**config.mk**
```make
export PLATFORM = sky130hd
export DESIGN_NAME = gpio_evt_router
export DESIGN_NICKNAME = d
export VERILOG_FILES = /design/src/rtl/gpio_evt_pkg.sv /design/src/rtl/gpio_evt_sync.sv /design/src/rtl/gpio_evt_blink.sv /design/src/rtl/gpio_evt_pin.sv /design/src/rtl/gpio_evt_router.sv
export SDC_FILE = /design/constraint.sdc
export NUM_CORES = 1
export LEC_CHECK = 0
export ABC_AREA = 1
export CORE_UTILIZATION = 45
export CTS_BUF_LIST = sky130_fd_sc_hd__clkbuf_16
export CTS_CLUSTER_DIAMETER = 80
export DETAILED_ROUTE_END_ITERATION = 10
export HOLD_SLACK_MARGIN = 0.15
export PLACE_DENSITY = 0.61
export SYNTH_ARGS = -nofsm -noshare
export SYNTH_HDL_FRONTEND = slang
export SYNTH_SLANG_ARGS = --single-unit
```
**constraint.sdc**
```tcl
create_clock -name clk -period 6.3 [get_ports clk]
set_input_delay 0.63 -clock clk [delete_from_list [all_inputs] [get_ports clk]]
set_output_delay 0.63 -clock clk [all_outputs]
set_load 0.1 [all_outputs]
```
**src/rtl/gpio_evt_pkg.sv**
```systemverilog
`timescale 1ns/1ps
package gpio_evt_pkg;
  // Per-pin configuration, bit 0 (sel) is the LSB of the pin word.
  typedef struct packed {
    logic wake;
    logic smi;
    logic nmi;
    logic sci;
    logic irq;
    logic pol;
    logic edge_m;
    logic dis;
    logic blink;
    logic outv;
    logic dir;
    logic sel;
  } pin_cfg_t;

  localparam int CFG_BITS = $bits(pin_cfg_t);
  localparam int IN_BIT   = 16;
  localparam int STS_BIT  = 17;

  function automatic bit in_window(int idx, int lo, int hi);
    return (idx >= lo) && (idx <= hi);
  endfunction

  // Edge of (value XOR polarity) from 0 to 1.
  function automatic logic edge_seen(logic cur, logic prv, logic pol);
    return (cur ^ pol) & ~(prv ^ pol);
  endfunction

  function automatic logic [31:0] pack_word(pin_cfg_t c, logic in_v, logic sts);
    return {14'd0, sts, in_v, 4'd0, c};
  endfunction
endpackage

```
**src/rtl/gpio_evt_sync.sv**
```systemverilog
`timescale 1ns/1ps
module gpio_evt_sync #(
  parameter int W = 8
) (
  input  logic         clk,
  input  logic         rst_n,
  input  logic [W-1:0] d,
  output logic [W-1:0] q
);
  logic [W-1:0] s1_q;
  always_ff @(posedge clk or negedge rst_n) begin
    if (!rst_n) begin
      s1_q <= '0;
      q    <= '0;
    end else begin
      s1_q <= d;
      q    <= s1_q;
    end
  end
endmodule

```
**src/rtl/gpio_evt_blink.sv**
```systemverilog
`timescale 1ns/1ps
module gpio_evt_blink #(
  parameter int HPW      = 16,
  parameter int HP_RESET = 4
) (
  input  logic           clk,
  input  logic           rst_n,
  input  logic           hp_we,
  input  logic [HPW-1:0] hp_wd,
  output logic [HPW-1:0] hp_q,
  output logic           phase
);
  logic [HPW-1:0] cnt_q;
  logic [HPW-1:0] limit;
  logic           wrap;

  assign limit = (hp_q == '0) ? '0 : hp_q - 1'b1;
  assign wrap  = (cnt_q >= limit);

  always_ff @(posedge clk or negedge rst_n) begin
    if (!rst_n) begin
      hp_q  <= HPW'(HP_RESET);
      cnt_q <= '0;
      phase <= 1'b0;
    end else begin
      if (hp_we) hp_q <= hp_wd;
      if (wrap) begin
        cnt_q <= '0;
        phase <= ~phase;
      end else begin
        cnt_q <= cnt_q + 1'b1;
      end
    end
  end

  AST_PHASE_WRAP: assert property (@(posedge clk) disable iff (!rst_n)
    !$stable(phase) |-> (cnt_q == '0));
endmodule

```
**src/rtl/gpio_evt_pin.sv**
```systemverilog
`timescale 1ns/1ps
module gpio_evt_pin
  import gpio_evt_pkg::*;
#(
  parameter bit CAN_NMI   = 1'b0,
  parameter bit CAN_BLINK = 1'b0,
  parameter bit CAN_WAKE  = 1'b0,
  parameter bit SEL_FIXED = 1'b0
) (
  input  logic        clk,
  input  logic        rst_n,
  input  logic        wr_en,
  input  pin_cfg_t    wr_cfg,
  input  logic        wr_clr,
  input  logic        sync_in,
  input  logic        blink_phase,
  output logic [31:0] rd_word,
  output logic        sts,
  output logic        ev_irq,
  output logic        ev_sci,
  output logic        ev_nmi,
  output logic        ev_smi,
  output logic        ev_wake,
  output logic        pad_out,
  output logic        pad_oe
);
  pin_cfg_t cfg_q, cfg_d;
  logic prev_q, sts_q;
  logic active, lvl_hit, edge_hit, clr_hit, in_view;

  always_comb begin
    cfg_d       = wr_cfg;
    cfg_d.sel   = wr_cfg.sel | SEL_FIXED;
    cfg_d.nmi   = wr_cfg.nmi & CAN_NMI;
    cfg_d.smi   = wr_cfg.smi & CAN_NMI;
    cfg_d.wake  = wr_cfg.wake & CAN_WAKE;
    cfg_d.blink = wr_cfg.blink & CAN_BLINK;
  end

  assign active   = cfg_q.sel & ~cfg_q.dis;
  assign in_view  = sync_in & active;
  assign lvl_hit  = active & (sync_in ^ cfg_q.pol);
  assign edge_hit = active & cfg_q.edge_m & edge_seen(sync_in, prev_q, cfg_q.pol);
  assign clr_hit  = wr_en & wr_clr;

  always_ff @(posedge clk or negedge rst_n) begin
    if (!rst_n) begin
      cfg_q     <= '0;
      cfg_q.sel <= SEL_FIXED;
      prev_q    <= 1'b0;
      sts_q     <= 1'b0;
    end else begin
      if (wr_en) cfg_q <= cfg_d;
      prev_q <= sync_in;
      if (!cfg_q.edge_m)  sts_q <= lvl_hit;
      else if (edge_hit)  sts_q <= 1'b1;
      else if (clr_hit)   sts_q <= 1'b0;
    end
  end

  assign sts     = sts_q;
  assign ev_irq  = sts_q & cfg_q.irq;
  assign ev_sci  = sts_q & cfg_q.sci;
  assign ev_nmi  = sts_q & cfg_q.nmi;
  assign ev_smi  = sts_q & cfg_q.smi;
  assign ev_wake = sts_q & cfg_q.wake;
  assign pad_oe  = cfg_q.sel & cfg_q.dir;
  assign pad_out = pad_oe & (cfg_q.outv ^ (cfg_q.blink & blink_phase));
  assign rd_word = pack_word(cfg_q, in_view, sts_q);

  AST_EDGE_STICKY: assert property (@(posedge clk) disable iff (!rst_n)
    edge_hit |=> sts_q);
  AST_EDGE_CLEARED: assert property (@(posedge clk) disable iff (!rst_n)
    (clr_hit && cfg_q.edge_m && !edge_hit) |=> !sts_q);
  AST_LEVEL_NO_CLEAR: assert property (@(posedge clk) disable iff (!rst_n)
    (clr_hit && !cfg_q.edge_m && lvl_hit) |=> sts_q);
  AST_DISABLED_QUIET: assert property (@(posedge clk) disable iff (!rst_n)
    (!wr_en && cfg_q.dis && !cfg_q.edge_m) |=> !sts_q);
endmodule

```
**src/rtl/gpio_evt_router.sv**
```systemverilog
`timescale 1ns/1ps
module gpio_evt_router
  import gpio_evt_pkg::*;
#(
  parameter int          NPINS      = 48,
  parameter int          HPW        = 16,
  parameter int          HP_RESET   = 4,
  parameter int          NMI_LO     = 32,
  parameter int          NMI_HI     = 47,
  parameter int          BLINK_PINS = 32,
  parameter int          FIXED_PIN  = 31,
  parameter logic [94:0] WAKE_WELL  = 95'h0000FF000000FF00
) (
  input  logic             clk,
  input  logic             rst_n,
  input  logic [NPINS-1:0] pin_in,
  input  logic             wr_en,
  input  logic [7:0]       wr_addr,
  input  logic [31:0]      wr_data,
  input  logic [7:0]       rd_addr,
  output logic [31:0]      rd_data,
  output logic [NPINS-1:0] pad_out,
  output logic [NPINS-1:0] pad_oe,
  output logic             irq_o,
  output logic             sci_o,
  output logic             nmi_o,
  output logic             smi_o,
  output logic             wake_o
);
  localparam int IDXW = 7;

  logic [NPINS-1:0] sync_q, pin_we, sts_vec;
  logic [NPINS-1:0] ev_irq, ev_sci, ev_nmi, ev_smi, ev_wake;
  logic [NPINS-1:0] nmi_mask, wake_mask;
  logic [31:0]      rd_word [NPINS];
  logic [HPW-1:0]   hp_q;
  logic             phase, hp_we;
  pin_cfg_t         wr_cfg;
  logic             unused_wr_bits;

  assign wr_cfg         = pin_cfg_t'(wr_data[CFG_BITS-1:0]);
  assign hp_we          = wr_en & wr_addr[7] & (wr_addr[IDXW-1:0] == '0);
  assign unused_wr_bits = ^{wr_data[31:18], wr_data[IN_BIT]};

  gpio_evt_sync #(.W(NPINS)) u_sync (
    .clk(clk), .rst_n(rst_n), .d(pin_in), .q(sync_q));

  gpio_evt_blink #(.HPW(HPW), .HP_RESET(HP_RESET)) u_blink (
    .clk(clk), .rst_n(rst_n), .hp_we(hp_we), .hp_wd(wr_data[HPW-1:0]),
    .hp_q(hp_q), .phase(phase));

  for (genvar i = 0; i < NPINS; i++) begin : g_pin
    localparam bit NMI_OK = in_window(i, NMI_LO, NMI_HI);
    localparam bit BL_OK  = (i < BLINK_PINS);
    localparam bit WK_OK  = WAKE_WELL[i];
    localparam bit FIX    = (i == FIXED_PIN);

    assign pin_we[i]    = wr_en & ~wr_addr[7] & (wr_addr[IDXW-1:0] == IDXW'(i));
    assign nmi_mask[i]  = NMI_OK;
    assign wake_mask[i] = WK_OK;

    gpio_evt_pin #(
      .CAN_NMI(NMI_OK), .CAN_BLINK(BL_OK), .CAN_WAKE(WK_OK), .SEL_FIXED(FIX)
    ) u_pin (
      .clk(clk), .rst_n(rst_n), .wr_en(pin_we[i]), .wr_cfg(wr_cfg),
      .wr_clr(wr_data[STS_BIT]), .sync_in(sync_q[i]), .blink_phase(phase),
      .rd_word(rd_word[i]), .sts(sts_vec[i]),
      .ev_irq(ev_irq[i]), .ev_sci(ev_sci[i]), .ev_nmi(ev_nmi[i]),
      .ev_smi(ev_smi[i]), .ev_wake(ev_wake[i]),
      .pad_out(pad_out[i]), .pad_oe(pad_oe[i]));
  end

  assign irq_o  = |ev_irq;
  assign sci_o  = |ev_sci;
  assign nmi_o  = |ev_nmi;
  assign smi_o  = |ev_smi;
  assign wake_o = |ev_wake;

  always_comb begin
    rd_data = '0;
    if (rd_addr[7]) begin
      if (rd_addr[IDXW-1:0] == '0) rd_data = 32'(hp_q);
    end else begin
      for (int i = 0; i < NPINS; i++)
        if (rd_addr[IDXW-1:0] == IDXW'(i)) rd_data = rd_word[i];
    end
  end

  AST_IRQ_SOURCE: assert property (@(posedge clk) disable iff (!rst_n)
    irq_o |-> (|sts_vec));
  AST_NMI_WINDOW: assert property (@(posedge clk) disable iff (!rst_n)
    (nmi_o || smi_o) |-> (|(sts_vec & nmi_mask)));
  AST_WAKE_WELL: assert property (@(posedge clk) disable iff (!rst_n)
    wake_o |-> (|(sts_vec & wake_mask)));
endmodule

```
Word level (Yosys, flattened, before mapping)
Index checks and enable logic that the tools add are counted.

Logic and storage cells: 1796. Register bits: 688.

Mux-type cells: 196. Bitwise gates (word level): 883. Eq/ne operators: 142. $add $sub $neg: 2. Reductions and logical operators: 8. Order comparisons: 1.

Operators with widths (count): $mux W32 (48); $and A1 B1 Y1 (657); $eq A7 B5 Y1 const B (32); $eq A7 B6 Y1 const B (32); $mux W1 (144); $ne A3 B3 Y1 const B (48); $xor A1 B1 Y1 (128); $eq A7 B4 Y1 const B (16); $not A1 Y1 (98); $reduce_or A48 Y1 (2); $eq A7 B3 Y1 const B (8); $mux W16 (3); $reduce_or A16 Y1 (3); $eq A7 B2 Y1 const B (4); $mux W18 (1); $add A16 B1 Y16 const B (1); $ge A16 B16 Y1 (1); $logic_not A16 Y1 (1); $sub A16 B1 Y16 const B (1); $eq A7 B1 Y1 const B (2); $logic_not A7 Y1 (2).

Longest topological paths before layout
Gate-level depths: netlist (run 1).

Depth after elaboration: 52. Depth in mapped cells: 38.

Hierarchy
A second synthesis (run 1) with hierarchy kept.

Cell total of the unflattened synthesis: 7311. Area, all modules: 52585.4 µm².

Modules (own cells, without submodules): gpio_evt_pin (g_pin[0].u_pin ...) (cells each 77, times used 23, area each 695.7 µm²); gpio_evt_router (cells each 3139, times used 1, area each 13472.9 µm²); gpio_evt_pin (g_pin[40].u_pin ...) (cells each 82, times used 8, area each 759.5 µm²); gpio_evt_pin (g_pin[10].u_pin ...) (cells each 79, times used 8, area each 735.7 µm²); gpio_evt_pin (g_pin[32].u_pin ...) (cells each 80, times used 8, area each 719.4 µm²); gpio_evt_sync (cells each 96, times used 1, area each 2402.3 µm²); gpio_evt_blink (cells each 302, times used 1, area each 2313.5 µm²); gpio_evt_pin (g_pin[31].u_pin) (cells each 75, times used 1, area each 679.4 µm²).

Worst setup path after synthesis (run 1)
No wires, ideal clock.

Path kind: input port to output port. Start point: input rd_addr[2]. End point: output rd_data[10]. Setup slack: 1785 ps. Buffers on the path: 1. Stages: 8. Arrival time: 3885 ps. Path through: nor2_1 nand2_1 nor2_2 buf_6 inv_1 nor2_1 inv_1 o21ai_0.

Word-level cells in the longest chain between the ends: 49. Elaborated cells between the ends (all ways): 97. Those cells by class: eq/ne (47); mux (49); reduce/logical (1).

RTL lines: from (decl) (line gpio_evt_router.sv:20) `input logic [7:0] rd_addr,`; $eq A7 B1 Y1 (line gpio_evt_router.sv:85) `if (rd_addr[IDXW-1:0] == IDXW'(i)) rd_data = rd_word[i];`; $mux W32 (47 in a row) (line gpio_evt_router.sv:85); $mux W32 (*) (line gpio_evt_router.sv:81) `if (rd_addr[7]) begin`; to (decl) (line gpio_evt_router.sv:21) `output logic [31:0] rd_data,`.

Every way passes the cells marked *; elsewhere a longest branch is shown, timed or not.

Worst setup path in the final report (run 1)
Start point: input rd_addr[1]. End point: output rd_data[3].

Word-level cells in the longest chain between the ends: 50. Elaborated cells between the ends (all ways): 98. Those cells by class: eq/ne (47); mux (50); reduce/logical (1).

RTL lines (line): $logic_not A7 Y1 (gpio_evt_router.sv:82, gpio_evt_router.sv:85); $mux W18 (gpio_evt_router.sv:85); $mux W32 (47 in a row) (gpio_evt_router.sv:85); $mux W32 (*) (gpio_evt_router.sv:81).

Marked as above.

==> metrics, run 1 <==
Num CTS Buffers 80; # DRC 0; io pins 232; actual slew at the worst max-slew pin 1.02 ns; Vias 28400; first-pass GRT wire length 160000 um; # rows 99; I/O Buffers 202; Worst Path Arrival 5.20 ns; layout filler cell count 7030; GPL Wtd Cong 0.957; H-Tree Depth 3; post-CTS setup buffers 0; status complete, no violations; post-cts hold buffer count 1; post-synth cell types 56; area of the core 73500 um2; Crit. End Element output pin; RSZ-0062 raised after global routing no; final period utilization 0.926; area grow syn2layout 14.6%; grt met1 use 0.393; synth warn 0; CTS Buffer Depth 3; Starting Density 0.458; Crit Path Category in -> out; Die H 275 um; Detail Placement HPWL 72400 um; nets 4381; Worst-Skew Late Latency 0.63 ns; gr ovfl total 0; final setup fails 0; PwrDens 271 nW/um2; die area 75800 um2; sequential share of the synthesized area 0.512; met3 Track Usage GR 0.0481; mapped cell area 33600 um2; register area 17200 um2; CTS Sinks 688; Tot GR Track Use 0.272; Worst setup SP type input port; Worst Path Required 5.67 ns; WL/cell 19.2 um; Multi-input gate area 13400 um2; TritonRoute pass-1 iters 6; clk_skew 0.0229 ns; Worst VDD drop 0.192 mV; share of post-route cells with drive strength above 1 0.0591; Die Span X 275 um; Max Clock Freq 171 MHz; initial antenna violation count 1; TritonCTS clock tree done; total routed wirelength 102000 um; Synth async-reset ratio 1.00; vias in the first global route 27100; Power Total 10.4 mW; static leakage 17.3 nW; Vias/cell 5.36; pin count of the biggest net entering global routing 135; busiest grt layer met2; HP Class reg -> reg; DR iter-0 viols 2582; GR Layer Usage met2 0.418; cells after synthesis 4180; Pins Over Slew Limit 0; register bit total from synthesis 688; Detail Route Antenna Nets 0; Root Buffer clkbuf_16; EDFF count, synth 0; final setup TNS 0 ns; post-route minimum period 5.83 ns; Max Cap Violations 0; CP max FO 8; Post-CTS Resized 0; clock slew at reported path FFs 0.06 ns; Hold Violations, Final 0; Max transition margin 0.316; Most used DFF post-synth dfrtp_1; Syn Area/Cell 8.04 um2
-- area by class of cell --
class,instances,share of cell area
Antenna cell,3,0.000195
Clock buffer,85,0.0552
Clock inverter,61,0.0109
Inverter,418,0.0407
Multi-Input combinational cell,2807,0.348
Sequential cell,688,0.447
Tap cell,959,0.0312
Timing Repair Buffer,269,0.0668
-- worst max-delay path, cell delays in order --
cell and delay (ns):
clkdlybuf4s50_1 0.59, nor2_1 0.08, nand2_1 0.23, nor2_2 0.16
nand2_1 0.09, o21ai_1 0.06, a21oi_1 0.14, nand3_1 0.10
a21oi_1 0.14, o21ai_1 0.13, a221oi_1 0.36, nand4_1 0.22
o32ai_1 0.43, nand4_1 0.16, o221ai_1 0.13, nand2_1 0.10
nand2_1 0.13, nand3_1 0.10, o21ai_1 0.13, nand4_1 0.13
nand2_1 0.11, nand4_1 0.21, nand2_1 0.26, nand2_1 0.12
buf_4 0.25
-- state kept, by name (all words and copies together) (netlist names) --
signal and flops:
u_blink.phase 1, g_pin.u_pin.sts 48, u_blink.hp_q 16, g_pin.u_pin.rd_word 463
u_sync.s1_q 48, g_pin.u_pin.prev_q 48, u_sync.q 48, u_blink.cnt_q 16
-- cell families after synthesis --
logic type,share of synthesized area
compound gates,0.143
xor+xnor,0.0172
fa+ha+maj,0.00670
buf+inv,0.0910
flops,0.512
mux,0.00134
other cells,0.000112
simple gates,0.228
-- cells in the mapped netlist, types with 2 or more instances --
cell       count  area [um2]
a41oi_1        3        26.3
nand4_1       91         569
a221oi_1      47         412
o21bai_1       2        15.0
nand2_2        3        18.8
a31oi_1        3        18.8
buf_4        110         826
or2_2         23         144
nand2_1     1253        4700
or2_0          2        12.5
buf_1          2        7.51
nor3_1        35         175
nor2_2         7        43.8
ha_1          18         225
o221ai_1       5        43.8
nor4_1         6        37.5
nor2_4         5        56.3
o22ai_1        8        50.1
clkinv_1       6        22.5
nor2_1       273        1020
o2111ai_1      7        61.3
mux2_2         4        45.0
or2_1          2        12.5
o211ai_1      62         465
xnor2_1       31         272
a22o_1         5        43.8
a21oi_1      118         591
nor3b_1       27         203
clkbuf_1     163         612
o221a_2        2        22.5
dfrtp_1      687       17200
buf_2          3        15.0
o21ai_1        7        35.0
nand3_1      122         611
inv_1        402        1510
inv_2         10        37.5
o31ai_1       16         120
a31o_2         5        43.8
o32ai_1        3        26.3
xor2_1        35         307
a211oi_1       6        45.0
o21ai_0      545        2730
a221o_1        3        30.0
-- stage by stage --
step                      worst slack [ns]  instance area (um2)   util  hold slack, ns  std cells
after floorplan                       1.78                33700      -           0.331       4193
after global placement               0.551                36000  0.489           0.331       5140
after detailed placement             0.510                36000  0.489           0.335       5140
after CTS                            0.499                38500  0.524           0.330       5287
after global routing                 0.167                38500  0.524           0.343       5287
final                                0.468                38500  0.524           0.329       5290
-- layout by cell type (no fill, tap or decap), drive strengths merged, types with 39 or more instances in the layout --
| cell | instances |
|---|---|
| a21oi | 118 |
| inv | 434 |
| nand2 | 1257 |
| clkdlybuf4s50 | 187 |
| dfrtp | 687 |
| clkinv | 39 |
| nor2 | 286 |
| clkbuf | 85 |
| a221oi | 47 |
| o21ai | 552 |
| buf | 81 |
| nand3 | 123 |
| nand4 | 91 |
| o211ai | 62 |
-- power breakdown --
group	switching, mW	internal (mW)
clock network	1.88	2.67
registers	0.240	4.65
logic	0.669	0.314
-- per-layer routing --
layer  share of wire  vias to the layer above
met5               0                        -
met4           0.029                        0
li1                -                    13700
met3           0.065                      195
met2            0.45                      849
met1            0.46                    13600
-- path summary, 6_finish.rpt --
kind                            slack, ns  cells after the start                        start                         end
worst max register to register       2.73                     22  u_blink.hp_q[0]$_DFFE_PN0P_  u_blink.cnt_q[2]$_DFF_PN0_
worst min-delay path                 0.33                      0    u_sync.s1_q[19]$_DFF_PN0_      u_sync.q[19]$_DFF_PN0_
max in group asynchronous            4.31                      3                        rst_n      u_sync.q[43]$_DFF_PN0_
worst min register to register       0.33                      0    u_sync.s1_q[19]$_DFF_PN0_      u_sync.q[19]$_DFF_PN0_
worst max-delay path                 0.47                     25                   rd_addr[1]                  rd_data[3]
min in group asynchronous            0.67                      2                        rst_n       u_sync.q[9]$_DFF_PN0_
(Power assumes the default switching activity.)
==> inputs of run 2 (changes only) <==
- ABC_AREA: 1 -> not set
- CAP_MARGIN: not set -> 10
- PLACE_DENSITY: 0.61 -> 0.6
==> run 2 against run 1 <==
  * Sequential share of layout area shrank 2.2 points
  * Power grew 4.8%
  * Fmax grew 3.6%
  * Hold slack gained 0.017 ns
  * Core utilization shrank 0.18 points
  * Register-to-register slack lost 0.48 ns
  * Cell count shrank 16%
  * Clock-buffer cell count shrank 5
  * Non-clock buffer count grew 60
  * Critical endpoint is now rd_data[5]
==> metrics, run 2 <==
Crit Path Category in -> out (unchanged); CP top delay family simple AND/OR/NAND/NOR gates (unchanged); TritonRoute pass-1 iters 7 (was 6); Vias 29100 (was 28400); pin count of the biggest net entering global routing 165 (was 135); commonest non-fill, non-tap cell in the layout dfrtp_1 (was nand2_1); Multi-input gate area 16400 um2 (was 13400 um2); status complete, no violations (unchanged); Synth async-reset ratio 1.00 (unchanged); Worst-Skew Late Latency 0.66 ns (was 0.63 ns); most frequent cells in the layout 687 x dfrtp_1, 489 x mux2_2, 269 x nand2_1, 175 x clkdlybuf4s50_1, 150 x o21ai_0 (was 1253 x nand2_1, 686 x dfrtp_1, 545 x o21ai_0, 421 x inv_1, 273 x nor2_1); list of most frequent post-synthesis cells 687 x dfrtp_1, 489 x mux2_2, 269 x nand2_1 (was 1253 x nand2_1, 687 x dfrtp_1, 545 x o21ai_0); Worst Path Arrival 5.00 ns (was 5.20 ns); synth warn 0 (unchanged); CTS Sinks 688 (unchanged); share of post-route cells with drive strength above 1 0.246 (was 0.0591); PwrDens 270 nW/um2 (was 271 nW/um2); area of the core 77600 um2 (was 73500 um2); Most common cell on crit path buf_4 (was nand2_1); Max Clock Freq 178 MHz (was 171 MHz); vias in the first global route 28600 (was 27100); Starting Density 0.456 (was 0.458); final setup TNS 0 ns (unchanged); Synth top area share 0.486 (was 0.511); CTS Buffer Depth 3 (unchanged); Crit. End Element output pin (unchanged); Max Cap Violations 0 (unchanged); static leakage 18.5 nW (was 17.3 nW); area grow syn2layout 14.7% (was 14.6%); Most used DFF post-synth dfrtp_1 (unchanged); WL/cell 33.7 um (was 19.2 um); initial antenna violation count 11 (was 1); HP Class reg -> reg (unchanged); Worst VDD drop 0.274 mV (was 0.192 mV); # DRC 0 (unchanged); io pins 232 (unchanged); CP max stage delay 0.87 ns (was 0.59 ns); cell with the most instances after synthesis dfrtp_1 (was nand2_1); clk_skew 0.0149 ns (was 0.0229 ns); Area contributors post-synth dfrtp_1 49%, mux2_2 16%, nand2_1 2.9%, buf_4 2.7%, o21ai_0 2.1% (was dfrtp_1 51%, nand2_1 14%, o21ai_0 8.1%, inv_1 4.5%, nor2_1 3.0%); Pins Over Slew Limit 0 (unchanged); final period utilization 0.894 (was 0.926); crit-path cells clkdlybuf4s50_1 > or3b_1 > nor2_1 > buf_4 > nor4_1 > nand3_1 > a31oi_1 > a21o_1 > buf_4; register area 17200 um2 (about the same); Buf+Inv Stages, Crit Path 3 (was 2); post-CTS setup buffers 0 (unchanged); # rows 102 (was 99); final setup fails 0 (unchanged); Worst setup SP type input port (unchanged); layout filler cell count 7077 (was 7030); CP max FO 7 (was 8); Max transition margin 0.136 (was 0.316); Detail Route Antenna Nets 0 (unchanged); total routed wirelength 150000 um (was 102000 um); Num CTS Buffers 79 (was 80); I/O Buffers 202 (unchanged); Critical path origin rd_addr[6] (was rd_addr[1]); Die Span X 282 um (was 275 um); Die H 282 um (was 275 um); Hold Violations, Final 0 (unchanged); Post-CTS Resized 0 (unchanged); cells after synthesis 3203 (was 4180); post-route minimum period 5.63 ns (was 5.83 ns); clock slew at reported path FFs 0.06 ns (about the same); Worst Path Required 5.67 ns (about the same); first-pass GRT wire length 213000 um (was 160000 um); Syn Area/Cell 11.0 um2 (was 8.04 um2); Detail Placement HPWL 109000 um (was 72400 um); mapped cell area 35400 um2 (was 33600 um2); Root Buffer clkbuf_16 (unchanged); RSZ-0062 raised after global routing no (unchanged); nets 3448 (was 4381); max reg flops 463 (unchanged); gr ovfl total 0 (unchanged); post-synth cell types 102 (was 56); GPL Wtd Cong 1.06 (was 0.957); die area 79700 um2 (was 75800 um2); TritonCTS clock tree done (unchanged); H-Tree Depth 3 (unchanged); DR iter-0 viols 3802 (was 2582); min-delay src u_sync.s1_q[42]$_DFF_PN0_ (was u_sync.s1_q[19]$_DFF_PN0_); sequential share of the synthesized area 0.487 (was 0.512); actual slew at the worst max-slew pin 1.29 ns (was 1.02 ns); Power Total 10.9 mW (was 10.4 mW); Slowest-stage cell, CP nor4_1 (was clkdlybuf4s50_1); post-cts hold buffer count 1 (unchanged); register bit total from synthesis 688 (unchanged); Vias/cell 6.57 (was 5.36); reg2reg start u_blink.hp_q[8]$_DFFE_PN0P_ (was u_blink.hp_q[0]$_DFFE_PN0P_); cell taking the most area after synthesis dfrtp_1 (unchanged); EDFF count, synth 0 (unchanged); Tot GR Track Use 0.376 (was 0.272)
-- run 2: changes by cell type after synthesis, sizes merged, moves of 72 or more --
| cell | before | now |
|---|---|---|
| nor2 | 286 | 149 |
| nand2 | 1257 | 273 |
| mux2 | 4 | 490 |
| inv | 412 | 30 |
| o21ai | 552 | 156 |
| nand4 | 91 | 16 |
| buf | 117 | 189 |
| and2 | 0 | 89 |
-- run 2: logic make-up after synthesis --
logic type	Yosys count	synth area share
AND/OR/NAND/NOR	830	0.119
AO/OA/AOI/OAI	730	0.144
flip-flops	688	0.487
multiplexers	517	0.167
buffers and inverters	325	0.0526
XOR/XNOR	94	0.0233
adder cells (fa/ha/maj)	18	0.00637
other	1	0.000106
-- run 2: final timing paths --
kind / cells past startpoint / to / slack (ns)
min: 0 / u_sync.q[42]$_DFF_PN0_ / 0.35
max: 9 / rd_data[5] / 0.67
min reg2reg: 0 / u_sync.q[42]$_DFF_PN0_ / 0.35
min in group asynchronous: 2 / u_sync.s1_q[24]$_DFF_PN0_ / 0.61
max in group asynchronous: 3 / g_pin[6].u_pin.rd_word[4]$_DFFE_PN0P_ / 4.12
max reg2reg: 13 / u_blink.phase$_DFFE_PN0N_ / 2.25
-- run 2: layer usage --
metal	global-route usage	vias to the layer above	share of wire
met5	0	-	0.00055
li1	-	12000	-
met1	0.520	15100	0.42
met3	0.0889	361	0.096
met2	0.573	1705	0.44
met4	0.142	12	0.043
-- run 2: where the power goes --
part           internal (mW)  switching, mW
Clock                   2.73           1.96
Sequential              4.65          0.311
Combinational          0.447          0.826
Total                   7.83           3.10
-- run 2: worst reg2reg max path, stage by stage, from the launching register on --
cell and delay [ns]:
dfrtp_1 0.52, or4_1 0.60, or3_1 0.36, nor2_2 0.17, nand3_1 0.34, nand2b_1 0.20, ha_1 0.24, a21o_1 0.15
a211o_1 0.28, o2111ai_1 0.10, a21boi_0 0.12, o211ai_1 0.22, nand2_1 0.36, xor2_1 0.25
-- run 2: stage by stage --
stage / std cells / area, um2 / hold WS, ns / setup WS (ns) / utilization
after global placement: 4289 / 37900 / 0.334 / 1.04 / 0.489
final: 4436 / 40600 / 0.346 / 0.669 / 0.523
after global routing: 4435 / 40600 / 0.352 / 0.863 / 0.523
after detailed placement: 4289 / 37900 / 0.336 / 1.02 / 0.489
after floorplan: 3216 / 35400 / 0.331 / 1.30 / -
after CTS: 4434 / 40500 / 0.348 / 1.00 / 0.523
-- run 2: cell type report --
cell class | instances | area share
sequential | 688 | 0.425
multi-input combinational | 2203 | 0.403
timing repair buffer | 329 | 0.0729
inverter | 30 | 0.00278
clock buffer | 80 | 0.0494
antenna | 2 | 0.000123
tap | 1040 | 0.0321
clock inverter | 64 | 0.0150
